==> src/rtl/fwd_filter_pkg.sv <==
package fwd_filter_pkg;
  typedef enum logic [2:0] {
    RSN_NONE  = 3'd0,
    RSN_CRC   = 3'd1,
    RSN_LEN   = 3'd2,
    RSN_CTRL  = 3'd3,
    RSN_LOCAL = 3'd4,
    RSN_TRUNK = 3'd5,
    RSN_EMPTY = 3'd6
  } drop_rsn_e;

  localparam int unsigned MIN_LEN       = 64;
  localparam int unsigned MAX_LEN_SHORT = 1518;
  localparam int unsigned MAX_LEN_LONG  = 1522;
  localparam logic [15:0] CTRL_TYPE     = 16'h8808;
  localparam logic [47:0] CTRL_DA       = 48'h0180C2000001;
endpackage

==> src/rtl/frame_qualifier.sv <==
module frame_qualifier
  import fwd_filter_pkg::*;
#(
  parameter int LEN_W = 14
) (
  input  logic             crc_ok,
  input  logic [LEN_W-1:0] frame_len,
  input  logic             cfg_long_max,
  input  logic             cfg_type_only,
  input  logic [15:0]      ether_type,
  input  logic [47:0]      dst_mac,
  output logic             crc_bad,
  output logic             len_bad,
  output logic             is_ctrl
);
  localparam logic [LEN_W-1:0] LMIN   = LEN_W'(MIN_LEN);
  localparam logic [LEN_W-1:0] LSHORT = LEN_W'(MAX_LEN_SHORT);
  localparam logic [LEN_W-1:0] LLONG  = LEN_W'(MAX_LEN_LONG);

  logic [LEN_W-1:0] len_max;
  logic             type_match;
  logic             da_match;

  always_comb begin
    len_max    = cfg_long_max ? LLONG : LSHORT;
    crc_bad    = !crc_ok;
    len_bad    = (frame_len < LMIN) || (frame_len > len_max);
    type_match = (ether_type == CTRL_TYPE);
    da_match   = (dst_mac == CTRL_DA);
    is_ctrl    = type_match && (cfg_type_only || da_match);
  end
endmodule

==> src/rtl/port_mask_gen.sv <==
module port_mask_gen #(
  parameter int NPORTS = 5,
  parameter int PID_W  = 3,
  parameter int TG_W   = 2
) (
  input  logic [PID_W-1:0]       src_port,
  input  logic                   lkp_hit,
  input  logic [PID_W-1:0]       lkp_port,
  input  logic [NPORTS*TG_W-1:0] trunk_grp,
  output logic [NPORTS-1:0]      mask_c,
  output logic                   is_local,
  output logic                   same_trunk
);
  logic [TG_W-1:0]   grp [NPORTS];
  logic [TG_W-1:0]   src_grp;
  logic [TG_W-1:0]   lkp_grp;
  logic [NPORTS-1:0] excl;
  logic [NPORTS-1:0] uni;

  genvar gi;
  generate
    for (gi = 0; gi < NPORTS; gi++) begin : g_port
      assign grp[gi]  = trunk_grp[gi*TG_W +: TG_W];
      assign excl[gi] = (PID_W'(gi) == src_port) ||
                        ((src_grp != '0) && (grp[gi] == src_grp));
      assign uni[gi]  = (PID_W'(gi) == lkp_port);
    end
  endgenerate

  always_comb begin
    src_grp = '0;
    lkp_grp = '0;
    for (int p = 0; p < NPORTS; p++) begin
      if (PID_W'(p) == src_port) src_grp = grp[p];
      if (PID_W'(p) == lkp_port) lkp_grp = grp[p];
    end
    is_local   = (lkp_port == src_port);
    same_trunk = (src_grp != '0) && (lkp_grp == src_grp);
    mask_c     = lkp_hit ? uni : ~excl;
  end
endmodule

==> src/rtl/frame_fwd_filter.sv <==
module frame_fwd_filter
  import fwd_filter_pkg::*;
#(
  parameter int NPORTS = 5,
  parameter int PID_W  = 3,
  parameter int TG_W   = 2,
  parameter int LEN_W  = 14
) (
  input  logic                   clk,
  input  logic                   rst,
  input  logic                   frame_end,
  input  logic                   crc_ok,
  input  logic [LEN_W-1:0]       frame_len,
  input  logic [PID_W-1:0]       src_port,
  input  logic                   lkp_hit,
  input  logic [PID_W-1:0]       lkp_port,
  input  logic [15:0]            ether_type,
  input  logic [47:0]            dst_mac,
  input  logic [NPORTS*TG_W-1:0] trunk_grp,
  input  logic                   cfg_long_max,
  input  logic                   cfg_type_only,
  output logic                   fwd_valid,
  output logic [NPORTS-1:0]      fwd_mask,
  output logic                   drop,
  output logic [2:0]             drop_reason
);
  logic              crc_bad, len_bad, is_ctrl;
  logic              is_local, same_trunk;
  logic [NPORTS-1:0] mask_c;
  drop_rsn_e         rsn_c;

  frame_qualifier #(.LEN_W(LEN_W)) qual_i (
    .crc_ok        (crc_ok),
    .frame_len     (frame_len),
    .cfg_long_max  (cfg_long_max),
    .cfg_type_only (cfg_type_only),
    .ether_type    (ether_type),
    .dst_mac       (dst_mac),
    .crc_bad       (crc_bad),
    .len_bad       (len_bad),
    .is_ctrl       (is_ctrl)
  );

  port_mask_gen #(.NPORTS(NPORTS), .PID_W(PID_W), .TG_W(TG_W)) mask_i (
    .src_port   (src_port),
    .lkp_hit    (lkp_hit),
    .lkp_port   (lkp_port),
    .trunk_grp  (trunk_grp),
    .mask_c     (mask_c),
    .is_local   (is_local),
    .same_trunk (same_trunk)
  );

  // Fixed priority: lower code wins.
  always_comb begin
    if (crc_bad)                      rsn_c = RSN_CRC;
    else if (len_bad)                 rsn_c = RSN_LEN;
    else if (is_ctrl)                 rsn_c = RSN_CTRL;
    else if (lkp_hit && is_local)     rsn_c = RSN_LOCAL;
    else if (lkp_hit && same_trunk)   rsn_c = RSN_TRUNK;
    else if (mask_c == '0)            rsn_c = RSN_EMPTY;
    else                              rsn_c = RSN_NONE;
  end

  always_ff @(posedge clk) begin
    if (rst) begin
      fwd_valid   <= 1'b0;
      fwd_mask    <= '0;
      drop        <= 1'b0;
      drop_reason <= 3'd0;
    end else begin
      fwd_valid <= frame_end;
      if (frame_end) begin
        drop        <= (rsn_c != RSN_NONE);
        drop_reason <= rsn_c;
        fwd_mask    <= (rsn_c != RSN_NONE) ? '0 : mask_c;
      end
    end
  end
endmodule

==> config.mk <==
export PLATFORM = sky130hd
export DESIGN_NAME = frame_fwd_filter
export DESIGN_NICKNAME = d
export VERILOG_FILES = /design/src/rtl/fwd_filter_pkg.sv /design/src/rtl/frame_qualifier.sv /design/src/rtl/port_mask_gen.sv /design/src/rtl/frame_fwd_filter.sv
export SDC_FILE = /design/constraint.sdc
export NUM_CORES = 1
export LEC_CHECK = 0
export BUFFER_PORTS_ARGS = -buffer_cell sky130_fd_sc_hd__buf_2
export CAP_MARGIN = 10
export CELL_PAD_IN_SITES_DETAIL_PLACEMENT = 0
export CELL_PAD_IN_SITES_GLOBAL_PLACEMENT = 1
export CORE_ASPECT_RATIO = 1.4
export CORE_UTILIZATION = 27
export CTS_BUF_LIST = sky130_fd_sc_hd__clkbuf_16
export DETAILED_ROUTE_END_ITERATION = 8
export HOLD_SLACK_MARGIN = 0.03
export PLACE_DENSITY = 0.86
export SYNTH_ARGS = -nofsm -noshare
export SYNTH_HDL_FRONTEND = slang
export SYNTH_SLANG_ARGS = --single-unit
==> constraint.sdc <==
create_clock -name clk -period 4.8 [get_ports clk]
set_input_delay 0.96 -clock clk [delete_from_list [all_inputs] [get_ports clk]]
set_output_delay 0.96 -clock clk [all_outputs]
set_load 0.01 [all_outputs]
## Word level (Yosys, flattened, before mapping)

Index checks and enable logic that the tools add are counted.

- Register bits after elaboration: 10
- Logic and storage cells: 64

- Order comparisons: 2
- Eq/ne operators: 17
- Muxes and demuxes: 19
- Bitwise operators: 1
- Reduce and logical (&&, ||, !) cells: 21

Operators with widths:

| cell | count |
|---|---|
| 48-bit by 41-bit == test with 1-bit output, second input constant | 1 |
| 2-bit two-way mux | 10 |
| 3-bit two-way mux | 6 |
| 16-bit == test, second input constant | 1 |
| 5-bit two-way mux | 3 |
| 14-bit > comparator | 1 |
| 14-bit by 7-bit less-than comparator with 1-bit output, second input constant | 1 |
| 2-bit == test | 6 |
| 2-bit by 3-bit == test with 1-bit output, first input constant | 4 |
| 1-bit logical AND | 9 |
| 1-bit logical OR | 7 |
| 1-bit by 3-bit == test with 1-bit output, first input constant | 2 |
| 3-bit == test, first input constant | 2 |
| 3-bit zero test | 2 |
| 5-bit zero test | 1 |
| 5-bit inverter | 1 |
| 3-bit == test | 1 |
| 3-bit nonzero test | 1 |
| 2-bit nonzero test | 1 |

## Depth between registers and ports, before layout

Gate-level depths: netlist (run 1).

- Depth in word-level cells: 20
- Gate-level depth with buffers: 9

## Cells and area by module

A second synthesis (run 1) with hierarchy kept.

- Cell total of the unflattened synthesis: 165
- Area, all modules: 1341.3 um^2

By module, submodules not included:

| module | instances | cells each | area each (um^2) | sequential area each (um^2) |
|---|---|---|---|---|
| port_mask_gen | 1 | 75 | 605.6 | 0.0 |
| frame_fwd_filter | 1 | 51 | 447.9 | 200.2 |
| frame_qualifier | 1 | 39 | 287.8 | 0.0 |

## Worst setup path before layout (run 1)

Ideal clock, no wire load.

- Path kind: input-to-reg
- Start point: input src_port[0]
- End point: register drop_reason[1]
- Data arrival time: 3.111 ns
- Path slack: 1.623 ns
- Stages: 9
- Path through: buf_6 -> mux4_2 -> a21oi_4 -> xor2_1 -> and3_1 -> o221ai_2 -> nor4_2 -> or3b_1 -> a21oi_2

- Word-level cells in the longest chain between the ends: 18
- Elaborated cells between the ends (all ways): 40

Ends and longest elaborated chain:

| element | line | source |
|---|---|---|
| from (decl) | frame_fwd_filter.sv:14 | `input logic [PID_W-1:0] src_port,` |
| 3-bit zero test | port_mask_gen.sv:24, port_mask_gen.sv:34 |  |
| 2-bit two-way mux (5 in a row) | port_mask_gen.sv:34 | `if (PID_W'(p) == src_port) src_grp = grp[p];` |
| 2-bit == test / 2-bit nonzero test (equally long branches) | port_mask_gen.sv:25, port_mask_gen.sv:38 |  |
| 1-bit logical AND | port_mask_gen.sv:25 | `((src_grp != '0) && (grp[gi] == src_grp));` |
| 1-bit logical OR | port_mask_gen.sv:24 | `assign excl[gi] = (PID_W'(gi) == src_port) \|\|` |
| 5-bit inverter | port_mask_gen.sv:39 | `mask_c = lkp_hit ? uni : ~excl;` |
| 5-bit two-way mux | port_mask_gen.sv:39 |  |
| 5-bit zero test | frame_fwd_filter.sv:61 | `else if (mask_c == '0) rsn_c = RSN_EMPTY;` |
| 3-bit two-way mux | frame_fwd_filter.sv:61 |  |
| 3-bit two-way mux | frame_fwd_filter.sv:60 | `else if (lkp_hit && same_trunk) rsn_c = RSN_TRUNK;` |
| 3-bit two-way mux (*) | frame_fwd_filter.sv:59 | `else if (lkp_hit && is_local) rsn_c = RSN_LOCAL;` |
| 3-bit two-way mux (*) | frame_fwd_filter.sv:58 | `else if (is_ctrl) rsn_c = RSN_CTRL;` |
| 3-bit two-way mux (*) | frame_fwd_filter.sv:57 | `else if (len_bad) rsn_c = RSN_LEN;` |
| 3-bit two-way mux (*) | frame_fwd_filter.sv:56 | `if (crc_bad) rsn_c = RSN_CRC;` |
| to (signal assigned) | frame_fwd_filter.sv:75 | `drop_reason <= rsn_c;` |
| to (decl) | frame_fwd_filter.sv:25 | `output logic [2:0] drop_reason` |

Mark *: on every way between the ends. The rest lies on a longest branch, timed or not.
A chain may end at the register's enable or synchronous reset.

## Worst setup path after layout (run 1)

- Start point: input src_port[0]
- End point: register drop_reason[2]

The elaborated chain is that of the path after synthesis.

==> results.cfg, run 1 <==
[run_status]
status = completed

[global_route]
grt_pass1_vias = 1549
grt_usage = 0.1643
grt_max_degree = 14
grt_overflow = 0
antenna_found_initial = 0
grt_pass1_wl_mm = 6.658

[sta]
rsz0062_at_grt = no
timing.fmax_mhz = 308.7
worst_pin_slew_ps = 566.7
max_slew_margin = 0.6213
finClkSkew_ps = 0
setup_violations = 0
min_period_ps = 3240
drv_slew = 0
tns_ps = 0
period_share = 0.6749
hold_violations = 0

[die]
die_x_um = 60.82
dieArea_um2 = 5129
core_area_um2 = 4608
rows = 29
ios = 111
die_y_um = 84.34
start_util = 0.2837

[worst_hold_path]
hold_path.class = register to register

[power]
p_int_uw = 258.8
power_uw = 358.5
pwr-share-comb = 0.342
p_sw_frac = 0.2781
p_leak_nw = 0.9303
clockPowerShare = 0.415
netSwitchingPower_uw = 99.69
seq_power_share = 0.243
power_density_nw_per_um2 = 185.9
ir_drop_mv = 0.09884

[logic_synthesis]
netlist_instances = 166
synth_seq_area_share = 0.1531
synth_area_leaders = dfxtp_1, nor4_1, o21ai_0
synth_fp_nets = 270
yosys.cell_types.count = 54
yosys_warnings = 0
async_flop_share = 0
yosysTopAreaCell = dfxtp_1
synth_most_common_cell = nor2_1
syn-cell-area_um2 = 1308
synth_top_area_frac = 0.1531
ys.flop_type = dfxtp_1
ys_ff_latch = 10
synthTopCellsByCount = nor2_1, o21ai_0, nand2_1, nor4_1, dfxtp_1
synth_edf_count = 0
synth.avg_cell_area_um2 = 7.877

[job]
max-cap-violations = 0

[route]
vias = 1636
met2_length_mm = 2.105
drc = 0
wl_met3_um = 186
vias_per_cell = 4.898
dr.pass1.iters = 4
wl_met1_mm = 1.728
highest_layer = met4
wirelength_mm = 4.096
drt_iter0_markers = 21
wl_per_cell_um = 12.26
ant_nets = 0

[cts]
clock-root-buffer = clkbuf_16
hold_buffers = 0
clkSinkCount = 10
clk_latency_ps = 240
numCtsBuffers = 3
cts_setup_buffers = 0
max-clock-path-buffers = 2
cts_tree = built
ctsResizeCount = 0
clk_pin_slew_ps = 40
htreeDepth = 1

[placed_design]
numPlacedInstances = 330
dp_hpwl_mm = 3.470
gp_congestion = 0.8690
port_buffers = 110

[setup_path]
critPathCaptureType = register
crit_path_start_kind = primary input
critical_path_class = primary input to register
worstPathArrival_ps = 3360
r2r_setup_slack_ps = 4060
critPathMaxFanout = 10
crit_required_ps = 4920

[finish]
layout.nets = 377
fill_cells = 480
diodes = 0
drive_gt1_frac = 0.4779
stdcell_count = 334
syn_to_final_growth_pct = 47.46
-- path summary, 6_finish.rpt --
check,cells past startpoint,endpoint,start
setup / recovery,9,drop_reason[2],src_port[0]
setup reg to reg,2,drop,drop
hold / removal,2,fwd_mask[0],fwd_mask[0]
hold reg to reg,2,fwd_mask[0],fwd_mask[0]
-- critical path: stages --
cell and delay, ps:
buf_2 190, mux4_2 580, a21oi_4 330, xor2_1 100
and3_1 190, a2111oi_1 520, nor4_2 140, o2111ai_1 240
a21oi_1 100
-- cells by family (layout without fill, tap and decap cells) --
family	Yosys count	in the layout	synth area share
AND/OR/NAND/NOR	78	78	0.3713
AO/OA/AOI/OAI	48	48	0.2584
buffers and inverters	13	119	0.08037
flip-flops	10	10	0.1531
XOR/XNOR	9	9	0.06028
multiplexers	5	5	0.04785
adder cells (fa/ha/maj)	3	3	0.02871
-- sequential cells by signal, indices dropped and copies added, names as in the netlist --
register,count
fwd_mask,5
drop_reason,3
drop,1
fwd_valid,1
-- power by group through the flow --
stage | registers [mW] | clock network (mW) | logic, mW
6_report | 0.0871 | 0.149 | 0.123
5_1_grt | 0.0874 | 0.155 | 0.139
4_1_cts | 0.0872 | 0.149 | 0.123
3_5_place_dp | 0.0886 | 0 | 0.122
3_3_place_gp | 0.0884 | 0 | 0.121
2_1_floorplan | 0.0897 | 0 | 0.0685
-- area by class of cell --
type,instances,area [um^2],share of cell area
flip-flops and latches,10,200.2,0.1038
clock buffers,3,75.07,0.03894
inverters,5,18.77,0.009734
repair buffers,110,550.5,0.2855
multi-input cells,143,1002,0.5198
clock inverters,1,3.754,0.001947
well taps,62,77.57,0.04023
-- stage by stage --
stage	hold WS (ps)	instance area [um^2]	setup slack, ps	util
6_report	454.9	1928	1560	0.4184
5_1_grt	485.2	1928	1350	0.4184
4_1_cts	462.7	1928	1572	0.4184
3_5_place_dp	449.5	1849	1333	0.4013
3_3_place_gp	455.6	1849	1405	0.4013
2_1_floorplan	476.8	1308	1623	-
-- metal layers --
| metal | vias up | GRT usage |
|---|---|---|
| met2 | 61 | 0.2887 |
| met5 | - | 0 |
| li1 | 855 | - |
| met3 | 7 | 0.01079 |
| met4 | 0 | 0.06198 |
| met1 | 713 | 0.2011 |
-- layout by cell type (no fill, tap or decap), types with 3 or more instances in the layout --
cell	synthesis	final
a21oi_1	9	9
a22o_1	3	3
and3_1	3	3
and3_2	4	4
buf_2	1	110
clkbuf_16	0	3
dfxtp_1	10	10
ha_1	3	3
inv_1	5	5
mux2i_1	4	4
nand2_1	11	11
nand4_1	5	5
nor2_1	14	14
nor2b_1	4	4
nor4_1	11	11
nor4b_1	5	5
o21ai_0	13	13
o22ai_1	3	3
xnor2_1	5	5
xor2_1	4	4
No activity file was read; power rests on OpenSTA's default activity.
==> run 2, diff against run 1 <==
CORE_UTILIZATION = 25   (was 27)
PLACE_DENSITY = 0.8   (was 0.86)
clock period = 3 ns   (was 4.8 ns; I/O delays follow)
==> results.cfg, run 2 (synthesized netlist as in run 1, its figures left out) <==
[power]
ir_drop_mv = 0.1546
power_density_nw_per_um2 = 291.9
clockPowerShare = 0.402
p_leak_nw = 0.9429
p_int_uw = 414.8
p_sw_frac = 0.2710
netSwitchingPower_uw = 154.2
pwr-share-comb = 0.353
seq_power_share = 0.245

[placed_design]
gp_congestion = 0.8653
port_buffers = 110
dp_hpwl_mm = 3.714
numPlacedInstances = 335
post-place-ws_ps = 53.78

[global_route]
grt_overflow = 0
antenna_found_initial = 0
grt_usage = 0.1484
grt_pass1_vias = 1582
grt_max_degree = 14
grt_pass1_wl_mm = 6.672

[sta]
finClkSkew_ps = 0
whs_ps = 454.8
drv_slew = 0
min_period_ps = 2722
max_slew_margin = 0.6323
rsz0062_at_grt = no
period_share = 0.9073
timing.fmax_mhz = 367.4
hold_violations = 0
setup_violations = 0
worst_pin_slew_ps = 550.1
tns_ps = 0
setup_slack_ps = 278.0

[die]
start_util = 0.2639
dieArea_um2 = 5527
rows = 30
die_y_um = 87.57
core_area_um2 = 4955
ios = 111
die_x_um = 63.12

[finish]
mostFrequentLayoutCells = buf_2, nor2_1, o21ai_0
drive_gt1_frac = 0.4854
reg_top3 = fwd_mask x5, drop_reason x3
layout.nets = 380
stdcell_count = 338
diodes = 0
final_util = 0.3934
syn_to_final_growth_pct = 49.09
largest_reg_flops = 5
fill_cells = 568
layout_commonest_cell = buf_2
regMostFlops = fwd_mask

[route]
vias_per_cell = 5.056
wl_per_cell_um = 12.49
ant_nets = 0
dr.pass1.iters = 4
drc = 0
wirelength_mm = 4.222
vias = 1709
drt_iter0_markers = 18

[setup_path]
crit_path_start_kind = primary input
r2r_start = drop_reason[0]
critPathMaxFanout = 7
worstPathArrival_ps = 2890
critPathCaptureType = register
critical_path_class = primary input to register
crit_required_ps = 3170
cp-startpoint = src_port[0]

[worst_hold_path]
hold_path.class = register to register
worstHoldStart = fwd_mask[4]

[cts]
hold_buffers = 0
clkSinkCount = 10
cts_tree = built
max-clock-path-buffers = 2
clk_latency_ps = 230
clk_pin_slew_ps = 40
cts_setup_buffers = 0
htreeDepth = 1
clock-root-buffer = clkbuf_16
numCtsBuffers = 3
ctsResizeCount = 0

[job]
max-cap-violations = 0

[run_status]
status = completed
## run 2: cell types whose count changed in the layout (fill, tap and decap cells not counted)
cell	before	now
buf_4	0	3
clkinv_1	1	0
## run 2: routing by layer
metal | track usage | vias up | routed length (um)
met5 | 0 | - | 0
met1 | 0.1573 | 754 | 1547
met4 | 0.09302 | 0 | 159
met3 | 0.02734 | 15 | 322
met2 | 0.2698 | 77 | 2194
li1 | - | 863 | -
## run 2: power by group through the flow
stage,Combinational [mW],Clock [mW],Sequential (mW)
floorplan,0.110,0,0.143
global placement,0.200,0,0.141
detailed placement,0.201,0,0.142
CTS,0.202,0.233,0.139
global route,0.225,0.238,0.140
finish,0.201,0.229,0.139
## run 2: path summary, 6_finish.rpt
check                   endpoint  slack (ps)  depth (start not counted)
setup / recovery  drop_reason[1]         280                          9
setup reg to reg  drop_reason[0]        2320                          2
hold / removal       fwd_mask[4]         450                          2
hold reg to reg      fwd_mask[4]         450                          2
## run 2: area by class of cell
type / count / area [um^2] / share of cell area
inverters: 5 / 18.77 / 0.009628
repair buffers: 113 / 573.1 / 0.2940
clock buffers: 3 / 75.07 / 0.03851
well taps: 64 / 80.08 / 0.04108
multi-input cells: 143 / 1002 / 0.5141
flip-flops and latches: 10 / 200.2 / 0.1027
## run 2: critical path: stages
cell and delay [ps]:
buf_2 110, mux4_2 540, a21oi_4 280, xor2_1 160, and3_1 210, o221ai_2 100, nor4_2 360, or3b_1 410
a21oi_2 110
## run 2: per-stage QoR
stage / instance area, um^2 / power [mW]
floorplan: 1308 / 0.2531
global placement: 1874 / 0.3410
detailed placement: 1874 / 0.3423
CTS: 1949 / 0.5736
global route: 1949 / 0.6022
finish: 1949 / 0.5690
==> run 3, diff against run 2 <==
--- a/config.mk
+++ b/config.mk
@@ -11,10 +11,11 @@
 export CELL_PAD_IN_SITES_GLOBAL_PLACEMENT = 1
 export CORE_ASPECT_RATIO = 1.4
-export CORE_UTILIZATION = 25
+export CORE_UTILIZATION = 26
 export CTS_BUF_LIST = sky130_fd_sc_hd__clkbuf_16
 export DETAILED_ROUTE_END_ITERATION = 8
 export HOLD_SLACK_MARGIN = 0.03
-export PLACE_DENSITY = 0.8
+export PLACE_DENSITY = 0.82
 export SYNTH_ARGS = -nofsm -noshare
 export SYNTH_HDL_FRONTEND = slang
+export SYNTH_HIERARCHICAL = 1
 export SYNTH_SLANG_ARGS = --single-unit
==> constraint.sdc (replaced) <==
create_clock -name clk -period 3 [get_ports clk]
set_input_delay 0.15 -clock clk [delete_from_list [all_inputs] [get_ports clk]]
set_output_delay 0.15 -clock clk [all_outputs]
set_load 0.01 [all_outputs]
==> results.cfg, run 3 <==
[logic_synthesis]
synth_most_common_cell = nor2_1
synth_seq_area_share = 0.1493
ys.flop_type = dfxtp_1
yosysTopAreaCell = dfxtp_1
synth_compound_area_frac = 0.2463
synthAdderAreaFrac = 0.02799
synth_top_family_by_area = simple AND/OR/NAND/NOR gates
ys_ff_latch = 10
yosys.cell_types.count = 53
netlist_instances = 165
yosys_warnings = 6
synth_fp_nets = 269
async_flop_share = 0
synth_simple_gate_area_frac = 0.3825
syn-cell-area_um2 = 1341
synth.avg_cell_area_um2 = 8.129
synth_area_leaders = dfxtp_1, nor4b_1, mux2i_1
synth_top_area_frac = 0.1493
synth_edf_count = 0
synthMuxAreaShare = 0.08209
synth_xor_area_frac = 0.05877
synthTopCellsByCount = nor2_1, dfxtp_1, nand3_1, nor4_1

[cts]
htreeDepth = 1
ctsResizeCount = 0
clk_pin_slew_ps = 40
clk_latency_ps = 230
cts_tree = built
clock-root-buffer = clkbuf_16
cts_setup_buffers = 0
clkSinkCount = 10
numCtsBuffers = 3
max-clock-path-buffers = 2
hold_buffers = 0

[die]
start_util = 0.2728
dieArea_um2 = 5454
core_area_um2 = 4917
rows = 30
ios = 111
die_x_um = 62.70
die_y_um = 86.99

[global_route]
grt_pass1_wl_mm = 7.155
grt_pass1_vias = 1620
grt_max_degree = 13
antenna_found_initial = 0
grt_overflow = 0
grt_usage = 0.1652

[worst_hold_path]
worstHoldStart = rst
worstHoldEndpoint = drop_reason[2]
worstHoldPathCells = 2
hold_path.class = primary input to register

[placed_design]
post_dp_cell_area_um2 = 1923
dp_hpwl_mm = 3.932
port_buffers = 110
gp_congestion = 0.8993

[route]
drc = 0
wl_per_cell_um = 13.60
vias = 1717
ant_nets = 0
wirelength_mm = 4.544
dr.pass1.iters = 6
drt_iter0_markers = 12
vias_per_cell = 5.141

[finish]
regMostFlops = fwd_mask
layout.nets = 376
drive_gt1_frac = 0.4741
final_util = 0.4064
syn_to_final_growth_pct = 48.97
regArea_um2 = 200.2
fill_cells = 537
layout_commonest_cell = buf_2
reg_top3 = fwd_mask x5, drop_reason x3
largest_reg_flops = 5
mostFrequentLayoutCells = buf_2, nor2_1, dfxtp_1
multi_input_area_um2 = 1070
diodes = 0
final_cell_area_um2 = 1998

[sta]
setup_violations = 0
rsz0062_at_grt = no
hold_violations = 0
tns_ps = 0
period_share = 0.6695
timing.fmax_mhz = 497.9
drv_slew = 0
min_period_ps = 2009
finClkSkew_ps = 0
worst_pin_slew_ps = 607.4
max_slew_margin = 0.5916

[setup_path]
r2r_cells = 3
r2r_setup_slack_ps = 2150
crit_chain = buf_2 -> mux2i_1 -> o221ai_4 -> xor2_1 -> o31ai_1 -> o21ai_1 -> nand3_1 -> a21oi_1
worstPathArrival_ps = 2120
critPathMaxStageDelay_ps = 400
crit_path_start_kind = primary input
crit_required_ps = 3110
worst_r2r_endpoint = drop_reason[2]
critPathSlowestCell = o31ai_1
critPathCaptureType = register
critical_path_class = primary input to register
critPathMaxFanout = 12
r2r_start = drop_reason[2]

[job]
max-cap-violations = 0

[power]
ir_drop_mv = 0.1407
p_leak_nw = 0.9235
power_density_nw_per_um2 = 291.3

[run_status]
status = completed
==> run 3: cell count changes in the layout (fill, tap and decap cells not counted), sizes merged, moves of 6 or more <==
cell   change
and3       -6
nand2      -6
nand3      +8
o21ai      -6
==> run 3: cell families (layout without fill, tap and decap cells) <==
group,count (synthesis),in the layout
AO/OA/AOI/OAI,39,39
AND/OR/NAND/NOR,80,80
adder cells (fa/ha/maj),3,3
XOR/XNOR,9,9
multiplexers,10,10
buffers and inverters,14,119
flip-flops,10,10
==> run 3: routing by layer <==
metal / part of all wire / routed length [um] / global-route usage
met4: 0.016 / 71 / 0.05497
met3: 0.081 / 366 / 0.02749
met1: 0.35 / 1592 / 0.1593
met2: 0.55 / 2513 / 0.3449
met5: 0 / 0 / 0
==> run 3: cell type report <==
cell class	count	share of cell area
repair buffers	110	0.2755
multi-input cells	141	0.5354
flip-flops and latches	10	0.1002
well taps	64	0.04008
inverters	6	0.01127
clock buffers	3	0.03757
==> run 3: power by group <==
group	internal (mW)	leakage, nW	total [mW]	switching, mW
logic	0.107	0.805	0.214	0.107
clock network	0.172	0.0370	0.228	0.0558
registers	0.138	0.0816	0.140	0.00201
==> run 3: how the worst max path moves through the flow <==
stage,start,to,depth (start not counted)
2_1_floorplan,lkp_port[0],drop,8
3_3_place_gp,src_port[2],drop,9
3_5_place_dp,src_port[1],fwd_mask[1],8
4_1_cts,src_port[2],drop,9
5_1_grt,src_port[1],fwd_mask[3],8
6_report,src_port[1],fwd_mask[3],8
==> run 3: through the flow <==
stage | hold WS (ps) | power, mW | cells | setup WS (ps)
after CTS | 222.2 | 0.5856 | 334 | 1017
after floorplan | 343.7 | 0.2596 | 165 | 1093
after detailed placement | 458.7 | 0.3563 | 331 | 770.9
after global placement | 453.9 | 0.3546 | 331 | 792.7
final | 220.1 | 0.5820 | 334 | 991.5
after global routing | 243.0 | 0.6188 | 334 | 818.6
==> run 3: worst max-delay path: cells and delay by family <==
family          cells  cell delay [ps]
buf+inv             1              270
simple gates        1              160
mux                 1              390
compound gates      4              950
xor+xnor            1              200
